[src/rtl/lrc_pkg.sv]
package lrc_pkg;

  typedef struct packed {
    logic loadOut;
    logic splitSel;
    logic loadComp;
  } ctrlStrobe_t;

endpackage

[src/rtl/lrc_ctrl.sv]
module lrc_ctrl
  import lrc_pkg::*;
#(
  parameter int W_IN    = 8,
  parameter int RUN_LEN = 4,
  parameter int IDX_W   = 5
) (
  input  logic             clk,
  input  logic             rstN,
  input  logic             inValid,
  input  logic [W_IN-1:0]  inWeight,
  output ctrlStrobe_t      strobe,
  output logic             outValid,
  output logic             compValid,
  output logic [IDX_W-1:0] compIdx
);

  localparam int TOP = W_IN - 1;

  logic [RUN_LEN-1:0] hiBits;
  logic               allZero;
  logic               allOne;
  logic               runFound;
  logic [IDX_W-1:0]   nextIdx;

  assign hiBits   = inWeight[TOP -: RUN_LEN];
  assign allZero  = (hiBits == '0);
  assign allOne   = (hiBits == '1);
  assign runFound = allZero | allOne;

  always_comb begin
    strobe.loadOut  = inValid;
    strobe.splitSel = ~runFound;
    strobe.loadComp = inValid & ~runFound;
  end

  always_ff @(posedge clk or negedge rstN) begin
    if (!rstN) begin
      outValid  <= 1'b0;
      compValid <= 1'b0;
      compIdx   <= '0;
      nextIdx   <= '0;
    end else begin
      outValid  <= strobe.loadOut;
      compValid <= strobe.loadComp;
      if (strobe.loadComp) begin
        compIdx <= nextIdx;
        nextIdx <= nextIdx + 1'b1;
      end
    end
  end

endmodule

[src/rtl/lrc_datapath.sv]
module lrc_datapath
  import lrc_pkg::*;
#(
  parameter int W_IN        = 8,
  parameter int RUN_LEN     = 4,
  parameter int SIGNED_COMP = 1,
  localparam int STORE_W    = W_IN - RUN_LEN + 1,
  localparam int REM_W      = W_IN - RUN_LEN - 1,
  localparam int COMP_W     = REM_W + SIGNED_COMP
) (
  input  logic               clk,
  input  logic               rstN,
  input  ctrlStrobe_t        strobe,
  input  logic [W_IN-1:0]    inWeight,
  output logic [STORE_W-1:0] outWeight,
  output logic [COMP_W-1:0]  compWord
);

  localparam int TOP = W_IN - 1;

  logic [REM_W-1:0]   remBits;
  logic [STORE_W-2:0] shortData;
  logic [STORE_W-2:0] splitData;
  logic [STORE_W-1:0] packedWeight;
  logic [COMP_W-1:0]  packedComp;

  assign remBits   = inWeight[REM_W:1];
  assign shortData = {inWeight[TOP], remBits};
  assign splitData = inWeight[TOP -: RUN_LEN];

  assign packedWeight = strobe.splitSel ? {1'b1, splitData} : {1'b0, shortData};

  generate
    if (SIGNED_COMP != 0) begin : g_signed
      assign packedComp = {inWeight[TOP], remBits};
    end else begin : g_unsigned
      assign packedComp = remBits;
    end
  endgenerate

  always_ff @(posedge clk or negedge rstN) begin
    if (!rstN) begin
      outWeight <= '0;
      compWord  <= '0;
    end else begin
      if (strobe.loadOut)  outWeight <= packedWeight;
      if (strobe.loadComp) compWord  <= packedComp;
    end
  end

endmodule

[src/rtl/lead_run_compressor.sv]
module lead_run_compressor
  import lrc_pkg::*;
#(
  parameter int W_IN        = 8,
  parameter int RUN_LEN     = 4,
  parameter int SIGNED_COMP = 1,
  parameter int IDX_W       = 5,
  localparam int STORE_W    = W_IN - RUN_LEN + 1,
  localparam int COMP_W     = W_IN - RUN_LEN - 1 + SIGNED_COMP
) (
  input  logic               clk,
  input  logic               rstN,
  input  logic               inValid,
  input  logic [W_IN-1:0]    inWeight,
  output logic               outValid,
  output logic [STORE_W-1:0] outWeight,
  output logic               compValid,
  output logic [COMP_W-1:0]  compWord,
  output logic [IDX_W-1:0]   compIdx
);

  ctrlStrobe_t strobe;

  lrc_ctrl #(
    .W_IN(W_IN), .RUN_LEN(RUN_LEN), .IDX_W(IDX_W)
  ) u_ctrl (
    .clk(clk), .rstN(rstN), .inValid(inValid), .inWeight(inWeight),
    .strobe(strobe), .outValid(outValid), .compValid(compValid),
    .compIdx(compIdx)
  );

  lrc_datapath #(
    .W_IN(W_IN), .RUN_LEN(RUN_LEN), .SIGNED_COMP(SIGNED_COMP)
  ) u_dp (
    .clk(clk), .rstN(rstN), .strobe(strobe), .inWeight(inWeight),
    .outWeight(outWeight), .compWord(compWord)
  );

endmodule

[config.mk]
export PLATFORM = sky130hd
export DESIGN_NAME = lead_run_compressor
export DESIGN_NICKNAME = d
export VERILOG_FILES = /design/src/rtl/lrc_pkg.sv /design/src/rtl/lrc_ctrl.sv /design/src/rtl/lrc_datapath.sv /design/src/rtl/lead_run_compressor.sv
export SDC_FILE = /design/constraint.sdc
export NUM_CORES = 1
export LEC_CHECK = 0
export BUFFER_PORTS_ARGS = -buffer_cell sky130_fd_sc_hd__buf_2
export CORE_ASPECT_RATIO = 1.75
export CORE_MARGIN = 2
export CORE_UTILIZATION = 35
export CTS_BUF_LIST = sky130_fd_sc_hd__clkbuf_16
export DETAILED_ROUTE_END_ITERATION = 6
export HOLD_SLACK_MARGIN = 0.05
export SETUP_SLACK_MARGIN = 0.3
export SYNTH_ARGS = -nofsm -noshare
export SYNTH_HDL_FRONTEND = slang
export SYNTH_HIERARCHICAL = 1
export SYNTH_SLANG_ARGS = --single-unit
[constraint.sdc]
create_clock -name clk -period 2.7 [get_ports clk]
set_input_delay 0.405 -clock clk [delete_from_list [all_inputs] [get_ports clk]]
set_output_delay 0.405 -clock clk [all_outputs]
set_load 0.03 [all_outputs]
# [Word-level counts from Yosys, hierarchy flattened]
# Cells that the tools add are included.
[word_totals] wordCells=13 inputBits=11 regBits=21
[classes] bitwise_logic=3 n_reduce_logical=1 muxes=1 n_addsub=1 eq_ne=1
[op_table] op="$add 5x1->5 const B" n=1
[op_table] op="$mux 5" n=1
[op_table] op="$eq 4x4->1 const B" n=1
[op_table] op="$logic_not 4->1" n=1
[op_table] op="$and 1x1->1" n=1
[op_table] op="$not 1->1" n=1
[op_table] op="$or 1x1->1" n=1

# [Logic depth before layout (Yosys ltp)]
# Gate-level depths: netlist of run 1.
[depth] depth_word=4 depth_mapped=4 mapped_depth_nobuf=4

# [Cells and area by module]
# Netlist of run 1, hierarchy kept.
[modules_own_cells] mod="lrc_ctrl" cells_per_inst=37 n_inst=1 area_per_inst_um2=516.7
[modules_own_cells] mod="lrc_datapath" cells_per_inst=25 n_inst=1 area_per_inst_um2=360.3

# [Least setup slack after synthesis of run 1]
# No wires, ideal clock.
[synth_timing] kind="input to register" start="in inWeight[4]" end="reg u_ctrl.nextIdx[1]" stages=4 path_buffers=0 arrival_time_ns=1.426 slack_ns=1.149 t_required_ns=2.575 path_cell_list="or4_4 > nand3_4 > inv_4 > mux2_4"
[synth_lines] element="from (decl)" line_no="lead_run_compressor.sv:14" source="input logic [W_IN-1:0] inWeight,"
[synth_lines] element="to (signal assigned)" line_no="lrc_ctrl.sv:48" source="nextIdx <= nextIdx + 1'b1;"
[synth_lines] element="to (decl)" line_no="lrc_ctrl.sv:24" source="logic [IDX_W-1:0] nextIdx;"

# [Worst setup path after layout of run 1]
[layout_timing] start="in inWeight[4]" end="reg u_dp.outWeight[2]"
[layout_between] elab_chain_cells=3 word_cells_on_any_way=4 classes_between="eq/ne: 1; mux: 1; bitwise: 1; reduce/logical: 1"
[layout_lines] element="$eq 4x4->1 / $logic_not 4->1 (equally long branches)" line_no="lrc_ctrl.sv:28, lrc_ctrl.sv:27"
[layout_lines] element="$or 1x1->1 *" line_no="lrc_ctrl.sv:29" source="assign runFound = allZero | allOne;"
[layout_lines] element="$mux 5 *" line_no="lrc_datapath.sv:31" source="assign packedWeight = strobe.splitSel ? {1'b1, splitData} : {1'b0, shortData};"
[layout_lines] element="to (signal assigned)" line_no="lrc_datapath.sv:46" source="if (strobe.loadOut) outWeight <= packedWeight;"
[layout_lines] element="to (decl)" line_no="lrc_datapath.sv:15" source="output logic [STORE_W-1:0] outWeight,"
# Every way passes the cells marked *; elsewhere a longest branch is shown, timed or not.
# A chain may end at the register's enable or synchronous reset.

==> impl_metrics.tcl, run 1 <==
set metrics [dict create \
    status "finished, final reports clean" \
    num_rows 24 \
    cpMaxStageDelayCell "sky130_fd_sc_hd__nor4_1" \
    min_period_over_period_pct 56.3 \
    max_cap_violations 0 \
    worstPathRequired_ns 2.83 \
    totalWireLength_um 1550 \
    setup.worst_path.start_class "input port" \
    first_global_vias 613 \
    timing.fmax_mhz 658 \
    ant_nets 0 \
    fin_worst_skew_ns 0.00375 \
    gp_congestion 0.741 \
    utilization_pct 45.2 \
    crit_cells 5 \
    die_h_um 70.2 \
    cts_root_buffer "sky130_fd_sc_hd__clkbuf_16" \
    clkSlewWorstSetupHoldPaths_ns 0.06 \
    postCtsHoldBufs 0 \
    min_path_type "in -> async" \
    die_area_um2 2940 \
    initial_core_util_pct 36.1 \
    htreeDepth 1 \
    post_drt_via_cell_ratio 5.09 \
    dr.pass1.iters 1 \
    grt_pass1_wl_um 2660 \
    grt_antenna_before_repair 0 \
    global_route.usage.total_pct 11.8 \
    rsz0062_at_grt "no" \
    netlist_instances 62 \
    cts_tree "built" \
    detail_route.drc_violations 0 \
    finalHoldViolCount 0 \
    cellLeakagePower_nw 0.522 \
    largest_net_degree_at_the_start_of_global_routing 22 \
    synth.cell_area_um2 877 \
    detail_route.wl_per_cell_um 13.5 \
    ys.warnings.count 6 \
    setup_slack_ns 1.18 \
    finalNonFillerCells 115 \
    max_stage_delay_ns 0.56 \
    pin_count 27 \
    worst-endpoint-arrival_ns 1.65 \
    area_delta_synth_final_pct 25.2 \
    timing.critical_path.fanout_max 5 \
    cts.path.max_buffers 2 \
    insertedDiodeCount 0 \
    synth_cell_type_count 20 \
    cts_post_setup_buffers_inserted 0 \
    worstPathCellList "buf_2 > nor4_1 > nor2_1 > mux2i_1 > a21oi_1" \
    synth.top_cell.area_share_pct 59.9 \
    finalHoldWorstSlack_ns 0.0986 \
    worst_ir_drop_vdd_mv 0.457 \
    crit_family "simple AND/OR/NAND/NOR gates" \
    fin_total_pwr_mw 1.11 \
    cts_repair_resize_count 0 \
    clock_latency_ns 0.25 \
    die_width_um 41.8 \
    number_of_vias_in_the_routed_layout 585 \
    worst_margin_pin_slew_ns 0.597 \
    dpl.cell_count 111 \
    final_layout_size_suffix_gt1_share_pct 48.3 \
    crit_path_end_kind "register" \
    critical_path.n_buffers_inverters 1 \
    synth_area_leader_cell "sky130_fd_sc_hd__dfrtp_1" \
    relative_slew_slack_pct 59.8 \
    postSynthAreaPerCell_um2 14.1 \
    tritoncts.num_buffers 3 \
    timing.final.crit_period_ns 1.52 \
    stdcell_area_um2 1100 \
    place_area_um2 1020 \
    detailed_place_hpwl_um 1210 \
    finalSetupViolCount 0 \
    clock-sinks 21 \
    report.final.slew_viol_count 0 \
    p_per_area_nw_per_um2 1010 \
    timing_worst_setup_path_type "in -> reg" \
    synth-seq-area-share_pct 59.9 \
    ys_seq_elements 21 \
    placeableCoreArea_um2 2430 \
    detail_route.iter0.violations 0 \
    synth_top_cells_by_area "sky130_fd_sc_hd__dfrtp_1 (60%), sky130_fd_sc_hd__mux2_2 (13%), sky130_fd_sc_hd__mux2i_1 (3.4%), sky130_fd_sc_hd__xor2_1 (3.0%), sky130_fd_sc_hd__nand3_4 (2.0%)" \
    dp_slack_ns 0.916 \
    setup_tns_ns 0 \
    rr_worst_depth 4 \
    place.port_buffers 25 \
    fin_nets 102 \
    mappedNetlistNets 74 \
    grt.overflow.total 0 \
]
==> sequential cells by signal, indices dropped and copies added (netlist names) <==
signal,cells
u_ctrl/nextIdx,5
u_dp/outWeight,5
u_ctrl/compIdx,5
u_dp/compWord,4
u_ctrl/compValid,1
u_ctrl/outValid,1
==> path summary, 6_finish.rpt <==
| path | startpoint | end | slack [ns] |
|---|---|---|---|
| setup reg to reg | u_ctrl/nextIdx[0] | u_ctrl/nextIdx[4] | 1.51 |
| setup / recovery | inWeight[4] | u_dp/outWeight[2] | 1.18 |
| hold / removal | rstN | u_ctrl/nextIdx[1] | 0.1 |
| min in group clk | inWeight[3] | u_dp/compWord[2] | 0.39 |
| hold reg to reg | u_ctrl/nextIdx[4] | u_ctrl/nextIdx[4] | 0.47 |
| max in group asynchronous | rstN | u_ctrl/compIdx[3] | 2.28 |
==> layer usage <==
metal / vias up / part of all wire [%] / global-route usage (%)
li1: 274 / - / -
met1: 279 / 34 / 11.4
met2: 25 / 56 / 21.2
met3: 7 / 6.8 / 2.84
met4: 0 / 3.6 / 7.53
met5: - / 0 / 0
==> cell type report <==
class / instances / area [um^2]
inverters: 1 / 6.26
flip-flops and latches: 21 / 526
repair buffers: 25 / 125
multi-input cells: 38 / 327
fillers: 227 / 1330
well taps: 26 / 32.5
clock inverters: 1 / 7.51
clock buffers: 3 / 75.1
==> cell usage in the layout, fill, tap and decap left out, drive strengths merged <==
cell | Yosys | routed
a21oi | 3 | 3
and4 | 1 | 1
buf | 2 | 25
clkbuf | 0 | 3
clkinvlp | 0 | 1
dfrtp | 21 | 21
ha | 1 | 1
inv | 1 | 1
mux2 | 12 | 12
mux2i | 3 | 3
nand2 | 2 | 2
nand3 | 1 | 1
nand4 | 2 | 2
nor2 | 4 | 4
nor3 | 2 | 2
nor4 | 2 | 2
or4 | 1 | 1
xnor2 | 1 | 1
xor2 | 3 | 3
==> Yosys cell counts <==
cell,n
sky130_fd_sc_hd__mux2i_1,3
sky130_fd_sc_hd__nand3_4,1
sky130_fd_sc_hd__mux2_2,10
sky130_fd_sc_hd__xnor2_1,1
sky130_fd_sc_hd__buf_6,1
sky130_fd_sc_hd__nor2_1,4
sky130_fd_sc_hd__a21oi_1,3
sky130_fd_sc_hd__nor4_1,2
sky130_fd_sc_hd__dfrtp_1,21
sky130_fd_sc_hd__xor2_1,3
sky130_fd_sc_hd__buf_4,1
sky130_fd_sc_hd__nand2_1,2
sky130_fd_sc_hd__nor3_1,2
sky130_fd_sc_hd__ha_1,1
sky130_fd_sc_hd__and4_1,1
sky130_fd_sc_hd__or4_4,1
sky130_fd_sc_hd__mux2_4,1
sky130_fd_sc_hd__mux2_1,1
sky130_fd_sc_hd__nand4_1,2
sky130_fd_sc_hd__inv_4,1
==> power breakdown <==
part	switching, mW	internal, mW
combinational	0.195	0.129
clock	0.111	0.200
sequential	0.0622	0.409
==> cell families after synthesis <==
family / share of synthesized area (%)
flops: 59.9
compound gates: 1.71
fa+ha+maj: 1.43
mux: 19.3
buf+inv: 2.85
simple gates: 10.8
xor+xnor: 4.00
==> worst register-to-register path, stage by stage, from the launching register on <==
cell	delay (ns)
sky130_fd_sc_hd__dfrtp_1	0.41
sky130_fd_sc_hd__ha_1	0.17
sky130_fd_sc_hd__nand2_1	0.06
sky130_fd_sc_hd__nor4_1	0.31
sky130_fd_sc_hd__xor2_1	0.17
Note: power is estimated with default switching activity, not from simulation.
==> run 2, diff against run 1 <==
clock period = 1.4 ns   (was 2.7 ns; I/O delays follow)
==> run 2 against run 1 <==
  * Register-to-register slack got worse by 1.2 ns
  * Final area increased by 14%
  * Cell count up 12%
  * Via count rose by 11%
  * Combinational power up 130%
  * Core utilization is 6.4 points higher
  * Clock power is 90% higher
  * Setup slack got worse by 0.99 ns
  * Total power increased by 100%
  * Highest routed layer unchanged
==> impl_metrics.tcl, run 2 (synthesized netlist as in run 1, its figures left out) <==
set metrics [dict create \
    crit_family "simple AND/OR/NAND/NOR gates" \
    num_rows 24 \
    cellLeakagePower_nw 0.610 \
    clock_latency_ns 0.25 \
    relative_slew_slack_pct 69.3 \
    final_layout_size_suffix_gt1_share_pct 59.2 \
    detailed_place_hpwl_um 1310 \
    worst_margin_pin_slew_ns 0.460 \
    insertedDiodeCount 0 \
    tritoncts.num_buffers 3 \
    layout.cells.most_common "sky130_fd_sc_hd__buf_2" \
    finalHoldViolCount 0 \
    totalWireLength_um 1800 \
    p_per_area_nw_per_um2 1770 \
    grt.overflow.total 0 \
    detail_route.wl_per_cell_um 14.0 \
    detail_route.drc_violations 0 \
    die_h_um 70.2 \
    grt_pass1_wl_um 3050 \
    gp_congestion 0.717 \
    p_int_mw 1.48 \
    cts.path.max_buffers 2 \
    report.final.slew_viol_count 0 \
    number_of_vias_in_the_routed_layout 650 \
    pin_count 27 \
    die_area_um2 2940 \
    timing.final.crit_period_ns 1.21 \
    cts_root_buffer "sky130_fd_sc_hd__clkbuf_16" \
    switchingPower_uw 734 \
    place_area_um2 1110 \
    timing_worst_setup_path_type "in -> reg" \
    critical_path.n_buffers_inverters 2 \
    min_period_over_period_pct 86.5 \
    setup_crit_end "u_ctrl/nextIdx[1]" \
    setup.worst_path.start_class "input port" \
    clkSlewWorstSetupHoldPaths_ns 0.06 \
    fin_total_pwr_mw 2.22 \
    htreeDepth 1 \
    post_drt_via_cell_ratio 5.04 \
    placeableCoreArea_um2 2430 \
    global_route.usage.total_pct 14.0 \
    min_path_type "in -> reg" \
    timing.critical_path.fanout_max 7 \
    largest_net_degree_at_the_start_of_global_routing 22 \
    crit_cells 5 \
    first_global_vias 735 \
    finalSetupViolCount 0 \
    stdcell_area_um2 1250 \
    cts_tree "built" \
    status "finished, final reports clean" \
    timing.fmax_mhz 825 \
    area_delta_synth_final_pct 42.9 \
    layout_common_cells "sky130_fd_sc_hd__buf_2 (23), sky130_fd_sc_hd__dfrtp_1 (21), sky130_fd_sc_hd__buf_4 (14)" \
    worst-r2r-setup-slack_ns 0.28 \
    top_flop_regs "u_ctrl/compIdx x5, u_ctrl/nextIdx x5, u_dp/outWeight x5" \
    detail_route.iter0.violations 2 \
    worstPathCellList "buf_6 > or4_4 > nand3_4 > inv_6 > mux2_4" \
    power_frac_seq_pct 40.4 \
    comb_power_share_pct 32.9 \
    place.port_buffers 25 \
    share_clk_of_total_power_pct 26.7 \
    worst-endpoint-arrival_ns 1.35 \
    max_stage_delay_ns 0.54 \
    grt_antenna_before_repair 0 \
    rsz0062_at_grt "yes" \
    worstPathRequired_ns 1.54 \
    worst_ir_drop_vdd_mv 0.989 \
    fin_worst_skew_ns 0.00218 \
    initial_core_util_pct 36.1 \
    die_width_um 41.8 \
    rr_worst_depth 4 \
    clock-sinks 21 \
    cpMaxStageDelayCell "sky130_fd_sc_hd__or4_4" \
    crit_path_end_kind "register" \
    dr.pass1.iters 2 \
    fin_nets 116 \
    worst_setup_path_startpoint "inWeight[5]" \
    critical_path.reg2reg.endpoint "u_ctrl/nextIdx[4]" \
    netSwitchingFraction_pct 33.1 \
    r2r_start "u_ctrl/nextIdx[1]" \
    setup_tns_ns 0 \
    ant_nets 0 \
    max_cap_violations 0 \
]
run 2: routing by layer:
layer	vias up	global-route usage, %	wire length, um
met5	-	0	0
met4	0	8.60	38
met3	4	3.10	81
met2	22	27.1	1090
met1	322	12.1	587
li1	302	-	-
run 2: layout make-up:
type | instances | area, um^2
Multi-Input combinational cell | 38 | 365
Clock buffer | 3 | 75.1
Timing Repair Buffer | 39 | 241
Fill cell | 220 | 1180
Tap cell | 26 | 32.5
Sequential cell | 21 | 526
Clock inverter | 1 | 5.00
Inverter | 1 | 8.76
run 2: stage by stage:
step	worst slack, ns	std cells	hold WS, ns	util [%]
floorplan	0.0692	62	-0.0856	-
global placement	-0.0903	122	0.183	45.8
detailed placement	-0.104	122	0.194	45.8
CTS	0.183	128	0.202	50.6
global route	0.173	129	0.209	51.5
finish	0.189	129	0.207	51.5
run 2: what timing repair did:
item / in CTS / in global routing
gates cloned: 0 / 0
gates resized for setup: 5 / 3
pin swaps: 1 / 0
setup buffers: 1 / 1
setup endpoints to repair: 14 / 16
hold buffers: 1 / 0
hold endpoints to repair: 21 / 0
run 2: power by group through the flow:
stage | Clock [mW] | Sequential (mW) | Combinational, mW
6_report | 0.592 | 0.897 | 0.730
5_1_grt | 0.633 | 0.924 | 0.781
4_1_cts | 0.610 | 0.900 | 0.730
3_5_place_dp | 0 | 0.914 | 0.684
3_3_place_gp | 0 | 0.905 | 0.675
2_1_floorplan | 0 | 1.12 | 0.241
run 2: worst min-delay path by stage:
stage,startpoint,end,cells after the start
2_1_floorplan,rstN,u_ctrl/compIdx[0],0
3_3_place_gp,rstN,u_dp/outWeight[0],1
3_5_place_dp,rstN,u_dp/outWeight[0],1
4_1_cts,inWeight[3],u_dp/compWord[2],2
5_1_grt,inWeight[3],u_dp/compWord[2],2
6_report,inWeight[3],u_dp/compWord[2],2
==> run 3, diff against run 2 <==
SYNTH_HIERARCHICAL = unset   (was 1)
==> run 3 against run 2 <==
  * Sequential cell count did not move
  * Cell count rose by 2.3%
  * Non-clock buffer count fell by 3
  * Maximum frequency fell by 0.77%
  * Clock skew barely moved
  * Total power rose by 4.4%
  * Via count rose by 4.9%
  * Die area rose by 6.1%
==> impl_metrics.tcl, run 3 <==
set metrics [dict create \
    cts_tree "built" \
    synth_ff_type "sky130_fd_sc_hd__dfrtp_1" \
    die_h_um 72.4 \
    fin_nets 119 \
    dpl.cell_count 124 \
    ys_top_cells_by_count "sky130_fd_sc_hd__dfrtp_1 (21), sky130_fd_sc_hd__mux2_4 (7)" \
    p_int_mw 1.57 \
    critical_path.reg2reg.endpoint "u_ctrl.nextIdx[1]" \
    insertedDiodeCount 0 \
    first_global_vias 732 \
    final_layout_size_suffix_gt1_share_pct 50.9 \
    largest_net_degree_at_the_start_of_global_routing 22 \
    initial_core_util_pct 37.1 \
    postSynthAreaPerCell_um2 13.7 \
    timing.fmax_mhz 819 \
    finalHoldWorstSlack_ns 0.218 \
    post_drt_via_cell_ratio 5.17 \
    ys.warnings.count 0 \
    clock-sinks 21 \
    die_width_um 43.1 \
    layout.cells.most_common "sky130_fd_sc_hd__buf_2" \
    synth.most_common_cell "sky130_fd_sc_hd__dfrtp_1" \
    worstPathRequired_ns 1.54 \
    cellLeakagePower_nw 0.630 \
    timing.critical_path.fanout_max 6 \
    netlist_instances 68 \
    detail_route.iter0.violations 15 \
    finalSetupViolCount 0 \
    synth_area_leader_cell "sky130_fd_sc_hd__dfrtp_1" \
    detail_route.drc_violations 0 \
    share_clk_of_total_power_pct 25.6 \
    synth_cell_type_count 19 \
    setup_slack_ns 0.179 \
    tritoncts.num_buffers 3 \
    postSynth.asyncResetShare_pct 100 \
    setup_tns_ns 0 \
    layout_common_cells "sky130_fd_sc_hd__buf_2 (23), sky130_fd_sc_hd__dfrtp_1 (21), sky130_fd_sc_hd__mux2_4 (10)" \
    number_of_vias_in_the_routed_layout 682 \
    cts.path.max_buffers 2 \
    dp_slack_ns -0.158 \
    fin_worst_skew_ns 0.00194 \
    setup_crit_end "u_dp.compWord[1]" \
    clock_latency_ns 0.25 \
    setup.worst_path.start_class "input port" \
    place_area_um2 1120 \
    fill_cells 248 \
    finalHoldViolCount 0 \
    status "finished, final reports clean" \
    synth.top_cell.area_share_pct 56.2 \
    grt_pass1_wl_um 3350 \
    min_path_type "in -> reg" \
    p_per_area_nw_per_um2 1810 \
    seq_area_um2 526 \
    worst_setup_path_startpoint "inWeight[5]" \
    mappedNetlistNets 80 \
    die_area_um2 3120 \
    worst-r2r-setup-slack_ns 0.35 \
    synth-seq-area-share_pct 56.2 \
    synth_top_cells_by_area "sky130_fd_sc_hd__dfrtp_1 (56%), sky130_fd_sc_hd__mux2_4 (11%), sky130_fd_sc_hd__mux2_2 (4.8%), sky130_fd_sc_hd__xnor2_1 (3.7%), sky130_fd_sc_hd__nand4_1 (2.7%)" \
    utilization_pct 50.6 \
    worst_margin_pin_slew_ns 0.472 \
    htreeDepth 1 \
    gp_congestion 0.692 \
    totalWireLength_um 1990 \
    synth_enable_flop_cells 0 \
    cts_root_buffer "sky130_fd_sc_hd__clkbuf_16" \
    timing.final.crit_period_ns 1.22 \
    min_period_over_period_pct 87.2 \
    ys_seq_elements 21 \
    worst_ir_drop_vdd_mv 0.751 \
    clkSlewWorstSetupHoldPaths_ns 0.05 \
    fin_total_pwr_mw 2.31 \
    finalNonFillerCells 132 \
    rr_worst_depth 2 \
    max_cap_violations 0 \
    grt_antenna_before_repair 0 \
    top_flop_regs "u_ctrl.compIdx x5, u_ctrl.nextIdx x5, u_dp.outWeight x5" \
    r2r_start "u_ctrl.nextIdx[0]" \
    area_delta_synth_final_pct 36.7 \
    switchingPower_uw 749 \
    ant_nets 0 \
    power_frac_seq_pct 39.0 \
    placeableCoreArea_um2 2520 \
    crit_path_end_kind "register" \
    relative_slew_slack_pct 68.5 \
    multi_input_logic_area_um2 407 \
    stdcell_area_um2 1280 \
    num_rows 24 \
    detail_route.wl_per_cell_um 15.0 \
    report.final.slew_viol_count 0 \
    worst-endpoint-arrival_ns 1.36 \
    pin_count 27 \
    dr.pass1.iters 3 \
    comb_power_share_pct 35.4 \
    timing_worst_setup_path_type "in -> reg" \
    synth.cell_area_um2 935 \
    netSwitchingFraction_pct 32.4 \
    place.port_buffers 25 \
    grt.overflow.total 0 \
    rsz0062_at_grt "yes" \
    global_route.usage.total_pct 14.4 \
]
run 3: cells by family (layout without fill, tap and decap cells):
group | count (synthesis) | after routing | synth area share, %
adders and majority gates | 1 | 1 | 1.34
buffers and inverters | 5 | 42 | 4.55
muxes | 11 | 11 | 16.1
DFF | 21 | 21 | 56.2
xor gates and xnor gates | 4 | 4 | 3.75
and+or+nand+nor | 16 | 17 | 11.5
AOI/OAI and AO/OA | 10 | 10 | 6.56
run 3: worst min-delay path by stage:
stage                 from                end  slack [ns]  depth (start not counted)
2_1_floorplan         rstN  u_ctrl.compIdx[0]       -0.09                          0
3_3_place_gp          rstN   u_ctrl.compValid        0.19                          1
3_5_place_dp          rstN   u_ctrl.compValid        0.20                          1
4_1_cts        inWeight[2]   u_dp.compWord[1]        0.22                          2
5_1_grt        inWeight[2]   u_dp.compWord[1]        0.22                          2
6_report       inWeight[1]   u_dp.compWord[0]        0.22                          2
run 3: layout make-up:
| cell class | count | area share [%] |
|---|---|---|
| clock buffers | 3 | 5.88 |
| clock inverters | 1 | 0.294 |
| inverters | 2 | 0.588 |
| multi-input cells | 43 | 31.8 |
| flip-flops and latches | 21 | 41.1 |
| well taps | 26 | 2.55 |
| repair buffers | 36 | 17.7 |
run 3: worst max-delay path: stages:
cell	delay, ns
sky130_fd_sc_hd__buf_6	0.09
sky130_fd_sc_hd__or4_4	0.58
sky130_fd_sc_hd__nand3_4	0.16
sky130_fd_sc_hd__mux2_4	0.32
run 3: power by group through the flow:
stage / clock network, mW / logic, mW / registers [mW]
final: 0.592 / 0.821 / 0.903
after CTS: 0.602 / 0.777 / 0.910
after global routing: 0.629 / 0.886 / 0.923
after global placement: 0 / 0.707 / 0.919
after floorplan: 0 / 0.321 / 1.12
after detailed placement: 0 / 0.723 / 0.930
run 3: what timing repair did:
| item | in CTS | in global routing |
|---|---|---|
| pin swaps | 1 | 1 |
| cloned | 1 | 0 |
| hold buffers | 1 | 0 |
| hold endpoints to repair | 21 | 0 |
| buffers inserted | 1 | 1 |
| endpoints found under the setup margin | 14 | 15 |
| resized for setup | 6 | 4 |
run 3: layer usage:
| metal | track usage (%) | vias up | wire length (um) |
|---|---|---|---|
| li1 | - | 322 | - |
| met1 | 16.0 | 336 | 784 |
| met2 | 25.3 | 19 | 1060 |
| met3 | 2.74 | 5 | 87 |
| met4 | 8.08 | 0 | 50 |
| met5 | 0 | - | 0 |
